**src/rtl/sfr_pkg.sv**
```systemverilog
package sfr_pkg;
  localparam int unsigned MAXW = 12;
  localparam int unsigned CW   = $clog2(MAXW);

  typedef enum logic [1:0] {
    MODE_10  = 2'd0,
    MODE_11  = 2'd1,
    MODE_12  = 2'd2,
    MODE_ALT = 2'd3
  } sym_mode_e;

  // symbol length in bits for a mode code
  function automatic int unsigned sym_len(logic [1:0] m);
    case (m)
      MODE_11: return 11;
      MODE_12: return 12;
      default: return 10;
    endcase
  endfunction

  // length of the leading half used by the early-warning check
  function automatic int unsigned half_len(logic [1:0] m);
    return sym_len(m) / 2;
  endfunction

  // ones in the low n bits
  function automatic logic [MAXW-1:0] low_mask(int unsigned n);
    logic [MAXW:0] t;
    t = (MAXW+1)'(1) << n;
    return MAXW'(t - (MAXW+1)'(1));
  endfunction
endpackage

```
**src/rtl/sfr_shift_detect.sv**
```systemverilog
module sfr_shift_detect
  import sfr_pkg::*;
#(
  parameter logic [MAXW-1:0] SYNC_A = 12'h311,
  parameter logic [MAXW-1:0] SYNC_B = 12'h622,
  parameter logic [MAXW-1:0] SYNC_C = 12'hC22
) (
  input  logic            clk,
  input  logic            rst,
  input  logic            ser_in,
  input  logic [1:0]      mode,
  output logic [MAXW-1:0] window,
  output logic            sync_hit,
  output logic            head_match
);
  logic [MAXW-1:0] sh_q;
  logic [MAXW-1:0] code;
  int unsigned     len_c;
  int unsigned     half_c;

  always_ff @(posedge clk) begin
    if (rst) sh_q <= '0;
    else     sh_q <= {sh_q[MAXW-2:0], ser_in};
  end

  always_comb begin
    case (mode)
      MODE_11: code = SYNC_B;
      MODE_12: code = SYNC_C;
      default: code = SYNC_A;
    endcase
    len_c      = sym_len(mode);
    half_c     = half_len(mode);
    window     = sh_q & low_mask(len_c);
    sync_hit   = (window == code);
    head_match = ((sh_q & low_mask(half_c)) == (code >> (len_c - half_c)));
  end
endmodule

```
**src/rtl/sfr_bit_counter.sv**
```systemverilog
module sfr_bit_counter
  import sfr_pkg::*;
(
  input  logic          clk,
  input  logic          rst,
  input  logic [1:0]    mode,
  input  logic          sync_hit,
  output logic [CW-1:0] cnt,
  output logic          locked,
  output logic          boundary,
  output logic          half_pt
);
  logic [CW-1:0] last_c;
  logic [CW-1:0] half_c;

  always_comb begin
    last_c   = CW'(sym_len(mode) - 1);
    half_c   = CW'(half_len(mode));
    boundary = locked && (cnt == '0);
    half_pt  = locked && (cnt == half_c);
  end

  always_ff @(posedge clk) begin
    if (rst) begin
      cnt    <= '0;
      locked <= 1'b0;
    end else if (sync_hit) begin
      cnt    <= CW'(1);
      locked <= 1'b1;
    end else if (locked) begin
      cnt <= (cnt == last_c) ? '0 : cnt + CW'(1);
    end
  end
endmodule

```
**src/rtl/sfr_warn_flag.sv**
```systemverilog
module sfr_warn_flag (
  input  logic clk,
  input  logic rst,
  input  logic test_n,
  input  logic sync_hit,
  input  logic half_pt,
  input  logic head_match,
  output logic warn_n
);
  always_ff @(posedge clk) begin
    if (rst)           warn_n <= 1'b0;
    else if (!test_n)  warn_n <= 1'b0;
    else if (sync_hit) warn_n <= 1'b0;
    else if (half_pt)  warn_n <= !head_match;
  end
endmodule

```
**src/rtl/sfr_out_stage.sv**
```systemverilog
module sfr_out_stage
  import sfr_pkg::*;
(
  input  logic            clk,
  input  logic            rst,
  input  logic            load_evt,
  input  logic            half_pt,
  input  logic [MAXW-1:0] window,
  output logic [MAXW-1:0] sym_word,
  output logic            load_stb,
  output logic            byte_clk
);
  always_ff @(posedge clk) begin
    if (rst) begin
      sym_word <= '0;
      load_stb <= 1'b0;
      byte_clk <= 1'b0;
    end else begin
      load_stb <= load_evt;
      if (load_evt) begin
        sym_word <= window;
        byte_clk <= 1'b1;
      end else if (half_pt) begin
        byte_clk <= 1'b0;
      end
    end
  end
endmodule

```
**src/rtl/ser_framer.sv**
```systemverilog
module ser_framer
  import sfr_pkg::*;
#(
  parameter logic [MAXW-1:0] SYNC_A = 12'h311,
  parameter logic [MAXW-1:0] SYNC_B = 12'h622,
  parameter logic [MAXW-1:0] SYNC_C = 12'hC22
) (
  input  logic            clk,
  input  logic            rst,
  input  logic            ser_in,
  input  logic [1:0]      mode,
  input  logic            test_n,
  output logic [MAXW-1:0] sym_word,
  output logic            load_stb,
  output logic            byte_clk,
  output logic            warn_n
);
  logic [MAXW-1:0] window;
  logic            sync_hit;
  logic            head_match;
  logic [CW-1:0]   cnt;
  logic            locked;
  logic            boundary;
  logic            half_pt;
  logic            load_evt;

  assign load_evt = sync_hit || boundary;

  sfr_shift_detect #(
    .SYNC_A(SYNC_A), .SYNC_B(SYNC_B), .SYNC_C(SYNC_C)
  ) i_detect (
    .clk(clk), .rst(rst), .ser_in(ser_in), .mode(mode),
    .window(window), .sync_hit(sync_hit), .head_match(head_match)
  );

  sfr_bit_counter i_count (
    .clk(clk), .rst(rst), .mode(mode), .sync_hit(sync_hit),
    .cnt(cnt), .locked(locked), .boundary(boundary), .half_pt(half_pt)
  );

  sfr_warn_flag i_warn (
    .clk(clk), .rst(rst), .test_n(test_n), .sync_hit(sync_hit),
    .half_pt(half_pt), .head_match(head_match), .warn_n(warn_n)
  );

  sfr_out_stage i_out (
    .clk(clk), .rst(rst), .load_evt(load_evt), .half_pt(half_pt),
    .window(window), .sym_word(sym_word), .load_stb(load_stb),
    .byte_clk(byte_clk)
  );
endmodule

```
**config.mk**
```make
export PLATFORM = sky130hd
export DESIGN_NAME = ser_framer
export DESIGN_NICKNAME = d
export VERILOG_FILES = /design/src/rtl/sfr_pkg.sv /design/src/rtl/sfr_shift_detect.sv /design/src/rtl/sfr_bit_counter.sv /design/src/rtl/sfr_warn_flag.sv /design/src/rtl/sfr_out_stage.sv /design/src/rtl/ser_framer.sv
export SDC_FILE = /design/constraint.sdc
export NUM_CORES = 1
export LEC_CHECK = 0
export ABC_AREA = 1
export BUFFER_PORTS_ARGS = -buffer_cell sky130_fd_sc_hd__buf_2
export CAP_MARGIN = 20
export CORE_ASPECT_RATIO = 1.4
export CORE_MARGIN = 1
export CORE_UTILIZATION = 41
export CTS_BUF_LIST = sky130_fd_sc_hd__clkbuf_16
export CTS_CLUSTER_SIZE = 28
export DETAILED_ROUTE_END_ITERATION = 8
export PLACE_DENSITY_LB_ADDON = 0.2
export SLEW_MARGIN = 25
export SYNTH_ARGS = -nofsm -noshare
export SYNTH_HDL_FRONTEND = slang
export SYNTH_HIERARCHICAL = 1
export SYNTH_SLANG_ARGS = --single-unit
```
**constraint.sdc**
```tcl
create_clock -name clk -period 1.9 [get_ports clk]
set_input_delay 0.19 -clock clk [delete_from_list [all_inputs] [get_ports clk]]
set_output_delay 0.19 -clock clk [all_outputs]
set_load 0.01 [all_outputs]
```
== Yosys cells after proc, flatten, opt, wreduce, memory -nomap -nowiden ==
Index checks and enable logic that the tools add are counted.

* Add/subtract/negate cells: 5
* Equal/unequal tests: 6
* Shifts and indexed selects: 3
* Mux-type cells: 7
* Bitwise operators: 3
* Reduce and logical (&&, ||, !) cells: 9

{| class="wikitable"
|+ Operators by type and width
! kind !! count
|-
| $shl 1x32->12 const A || 1
|-
| $shr 12x32->12 || 1
|-
| $sub 32x31->32 || 1
|-
| $shl 1x31->12 const A || 1
|-
| $and 12x12->12 || 2
|-
| $eq 12x12->1 || 2
|-
| $pmux 12 s2 || 1
|-
| $sub 12x1->12 const B || 2
|-
| $pmux 3 s2 || 1
|-
| $add 4x1->4 const B || 1
|-
| $eq 4x3->1 || 1
|-
| $eq 4x4->1 || 1
|-
| $logic_not 4->1 || 1
|-
| $mux 1 || 4
|-
| $mux 4 || 1
|-
| $reduce_bool 2->1 || 2
|-
| $sub 4x1->4 const B || 1
|-
| $reduce_or 3->1 || 1
|-
| $eq 2x1->1 const B || 1
|-
| $eq 2x2->1 const B || 1
|-
| $logic_and 1x1->1 || 2
|-
| $reduce_or 2->1 || 1
|-
| $logic_not 1->1 || 1
|-
| $logic_or 1x1->1 || 1
|-
| $not 1->1 || 1
|}

* Register bits after elaboration: 32
* Input port bits: 6
* Output and inout bits: 15
* Word-level logic and storage cells: 41

== Logic depth before layout (Yosys ltp) ==
* Word-level depth: 8
* Mapped depth: 17
* Gate-level depth less buffers: 15

== Modules after synthesis ==
Netlist, hierarchy kept.

{| class="wikitable"
|+ Modules (own cells, without submodules)
! module !! times used !! cells each !! area each (um^2) !! sequential area each (um^2)
|-
| sfr_shift_detect || 1 || 113 || 737.0 || 240.2
|-
| sfr_out_stage || 1 || 83 || 573.0 || 280.3
|-
| sfr_bit_counter || 1 || 51 || 351.6 || 100.1
|-
| sfr_warn_flag || 1 || 6 || 40.0 || 20.0
|-
| ser_framer || 1 || 3 || 11.3 || 0.0
|}

== Worst setup path after synthesis ==
No wires, ideal clock.

* Kind: input-to-reg
* From: input mode[0]
* To: register i_out.sym_word[2]
* Setup time: 0.113 ns
* Arrival time: 1.514 ns
* Data required time: 1.787 ns
* Path slack: 0.273 ns
* Stages on the path: 17
* Path buffers: 3
* Cell sequence: inv_1 > ha_1 > buf_6 > nand2_2 > inv_2 > nand2_1 > nand2_1 > inv_1 > nand3_1 > nor2_1 > inv_1 > nand2_1 > buf_6 > buf_8 > nand2_1 > nand2_1 > nor2_1

* Cells in the longest elaborated chain, start to end: 7
* Elaborated cells between the ends (all ways): 9
* Classes of those cells: 1 x add/sub; 3 x eq/ne; 1 x shift; 2 x mux; 1 x bitwise; 1 x reduce/logical

{| class="wikitable"
|+ RTL lines
! what !! line !! text
|-
| start, declared || ser_framer.sv:11 || <nowiki>input logic [1:0] mode,</nowiki>
|-
| $eq 2x2->1 / $eq 2x1->1 (equally long branches) || sfr_pkg.sv:14 || <nowiki>case (m)</nowiki>
|-
| $pmux 3 s2 * || sfr_pkg.sv:14 ||
|-
| $shl 1x32->12 * || sfr_pkg.sv:29 || <nowiki>t = (MAXW+1)'(1) << n;</nowiki>
|-
| $sub 12x1->12 * || sfr_pkg.sv:30 || <nowiki>return MAXW'(t - (MAXW+1)'(1));</nowiki>
|-
| $and 12x12->12 * || sfr_shift_detect.sv:34 || <nowiki>window = sh_q & low_mask(len_c);</nowiki>
|-
| named net window[11] || ser_framer.sv:18 || <nowiki>logic [MAXW-1:0] window;</nowiki>
|-
| $eq 12x12->1 * || sfr_shift_detect.sv:35 || <nowiki>sync_hit = (window == code);</nowiki>
|-
| named net sync_hit || ser_framer.sv:19 || <nowiki>logic sync_hit;</nowiki>
|-
| $logic_or 1x1->1 * || ser_framer.sv:27 || <nowiki>assign load_evt = sync_hit || boundary;</nowiki>
|-
| named net load_evt || ser_framer.sv:25 || <nowiki>logic load_evt;</nowiki>
|-
| end signal, assigned || sfr_out_stage.sv:21 || <nowiki>sym_word <= window;</nowiki>
|-
| end, declared || sfr_out_stage.sv:9 || <nowiki>output logic [MAXW-1:0] sym_word,</nowiki>
|}

Mark *: on every way through the listed nets, which the timed path passes. The rest lies on a longest branch.
A chain may end at the register's enable or synchronous reset.

== Final worst setup path ==
* From: input mode[0]
* To: register i_warn.warn_n

* Cells in the longest elaborated chain, start to end: 7
* Elaborated cells between the ends (all ways): 18
* Classes of those cells: 3 x add/sub; 5 x eq/ne; 3 x shift; 2 x mux; 2 x bitwise; 3 x reduce/logical

{| class="wikitable"
|+ RTL lines
! what !! line !! text
|-
| parallel branches: the longest is 5 deep, another holds $sub 32x31->32 || -- ||
|-
| $eq 12x12->1 * || sfr_shift_detect.sv:36 || <nowiki>head_match = ((sh_q & low_mask(half_c)) == (code >> (len_c - half_c)));</nowiki>
|-
| named net head_match || ser_framer.sv:20 || <nowiki>logic head_match;</nowiki>
|-
| $logic_not 1->1 * || sfr_warn_flag.sv:14 || <nowiki>else if (half_pt) warn_n <= !head_match;</nowiki>
|-
| end signal, assigned || sfr_warn_flag.sv:14 ||
|-
| end, declared || sfr_warn_flag.sv:8 || <nowiki>output logic warn_n</nowiki>
|}

Mark *: on every way through the listed nets, which the timed path passes.

==> flow_summary.ini <==
[global_route]
antenna_found_initial = 0
grt_pass1_wl_um = 5370
top_usage_layer = met2
met1_usage_pct = 18.7
grtUsageMet2_pct = 25.8
grt.overflow.total = 0
use_met3_pct = 3.95
grt.total_usage_pct = 15.5
grt_pass1_vias = 1199
grt_max_degree = 26

[sta]
fin_crit_sh_pct = 83.9
finalSetupViolCount = 0
period_needed_ps = 1590
finalHoldViolCount = 0
fmax_mhz = 628
fin_worst_skew_ps = 1.90
report.final.slew_viol_count = 0
rsz0062_at_grt = no
setup-tns-final_ps = 0

[layout]
nets = 284
nFillCells = 421
seq_area_um2 = 641
drive_above_1_share_pct = 15.5
antennaDiodeCount = 0
area_growth_pct = 13.1
multi_input_area_um2 = 766

[setup_path]
reg2reg_slack_ps = 350
cp_slowest_stage_delay_ps = 320
critPathMaxFanout = 7
crit_top_cell = nor2_1
start_kind = primary input
end_kind = flop
crit_path_cell_trace = buf_2 > inv_1 > ha_1 > inv_4 > nor2_4 > ha_1 > nor2_1 > nor2_1 > nand2_1 > nor2_1 > nand2_1 > nor2_1 > nand2_1 > o21ai_0 > nor2_1
timing.rr.end = i_out/sym_word[4]
r2r-start = i_detect/sh_q[1]
crit_slowest_cell = ha_1
cp.arrival_ps = 1760
worst-setup-path-type = in -> reg
worstRegToRegCells = 12
cp.required_ps = 2060

[synthesis]
synth_edf_count = 0
synth_compound_area_share_pct = 2.78
synthXorXnorAreaFrac_pct = 1.53
yosys.area_share.simple_pct = 34.3
synth.avg_cell_area_um2 = 6.69
synth.cell_area_um2 = 1710
muxShareOfSynthArea_pct = 0
yosysSeqAreaShare_pct = 37.4
synth_top_family_by_area = simple AND/OR/NAND/NOR gates
synth-async-reset-ratio_pct = 0
yosysUniqueCellTypes = 28
ys_warn_count = 6
synthFlopType = dfxtp_1
synthAdderAreaFrac_pct = 5.84
synth-seq-cells = 32
synthCells = 256
syn_nets = 270

[worst_hold_path]
min_path_cells = 3
min_path_type = in -> reg
min_to = i_detect/sh_q[0]
holdCritStartpoint = ser_in

[routing]
wl_um = 3090
vias = 1391
first_pass_iters = 4
postRouteAntennaNets = 0
viasPerCell = 4.43
remaining_drc_errors = 0
wl_per_cell_um = 9.84
drt-initial-drc-count = 39

[place]
gp_congestion = 0.813
dp_hpwl_um = 2320
io_buffers = 20

[cts]
clk_pin_slew_ps = 50
clockBufferDepth = 2
insertion_delay_ps = 270
cts-hold-fix-buffers = 0
root_buffer = clkbuf_16
clkSinkCount = 32
numCtsBuffers = 5
cts_tree = built
post_cts_resized = 0
h-tree-depth = 2
postCtsSetupBuffers = 0

[job]
cap_violations = 0

[run_status]
outcome = completed

[floorplan]
die_w_um = 56.6
core-area_um2 = 3950
start_util_pct = 43.3
io_pins = 21
rows = 27
dieArea_um2 = 4440
die_y_um = 78.5

[power]
irDropWorstVdd_uv = 626
total_power_mw = 1.79
p_leak_nw = 0.971
p_per_area_nw_per_um2 = 924
==> metrics by stage <==
stage | hold WS (ps) | setup slack [ps] | std cells | instance area, µm² | util [%]
floorplan | 252 | 273 | 256 | 1710 | -
global placement | 391 | 46.1 | 306 | 1770 | 44.9
detailed placement | 398 | 10.8 | 306 | 1770 | 44.9
CTS | 116 | 295 | 314 | 1940 | 49.0
global route | 138 | 107 | 314 | 1940 | 49.0
finish | 117 | 307 | 314 | 1940 | 49.0
==> cells in the final DEF (no fill, tap or decap), types with 3 or more instances in the layout <==
cell,netlist,layout
buf_2,0,20
clkbuf_16,0,5
dfxtp_1,32,32
ha_1,8,8
inv_1,44,45
nand2_1,61,61
nand2_2,3,3
nand3_1,9,9
nor2_1,60,60
nor3_1,3,3
==> worst max-delay path, delay by kind of cell <==
kind	cells	cell delay, ps
AO/OA/AOI/OAI	1	80
adder cells (fa/ha/maj)	2	600
buffers and inverters	3	270
AND/OR/NAND/NOR	9	610
==> report_power, final <==
group / switching, mW / internal (mW)
logic: 0.109 / 0.0751
registers: 0.0193 / 0.700
clock network: 0.277 / 0.610
==> layout make-up <==
class,instances,area share [%]
Sequential cell,32,33.1
Clock buffer,5,6.46
Clock inverter,3,2.00
Inverter,47,9.23
Multi-Input combinational cell,161,39.5
Timing Repair Buffer,23,6.97
Tap cell,43,2.78
==> metal layers <==
metal,part of all wire [%],vias up
li1,-,765
met1,46,603
met2,50,18
met3,2.8,5
met4,1.2,0
met5,0,-
==> registers in the layout, indices dropped and copies added (netlist names) <==
name	flops
i_detect/sh_q	12
i_count/locked	1
i_out/sym_word	12
i_out/byte_clk	1
i_out/load_stb	1
i_warn/warn_n	1
i_count/cnt	4
==> synth_stat cells, drive strengths merged, types with 3 or more instances <==
library cell  number  share of area, %
inv               47                10
ha                 8               5.8
a21oi              3               1.3
buf               13               6.8
clkbuf             3              0.66
nor3               3              0.88
dfxtp             32                37
nor2              62                14
nand3              9               2.6
nand2             65                15
==> cell families after synthesis <==
group	after synthesis
other	1
buffers and inverters	63
flip-flops	32
AO/OA/AOI/OAI	7
AND/OR/NAND/NOR	142
XOR/XNOR	3
adder cells (fa/ha/maj)	8
==> worst max-delay path by stage <==
stage          slack (ps)              from           endpoint  depth (start not counted)
2_1_floorplan         270           mode[0]  i_out/sym_word[2]                         17
3_3_place_gp           50           mode[0]      i_warn/warn_n                         15
3_5_place_dp           10           mode[0]      i_warn/warn_n                         15
4_1_cts               300           mode[0]      i_warn/warn_n                         15
5_1_grt               110  i_detect/sh_q[1]  i_out/sym_word[0]                         12
6_report              310           mode[0]      i_warn/warn_n                         15
Power figures use the tool's default switching activity.
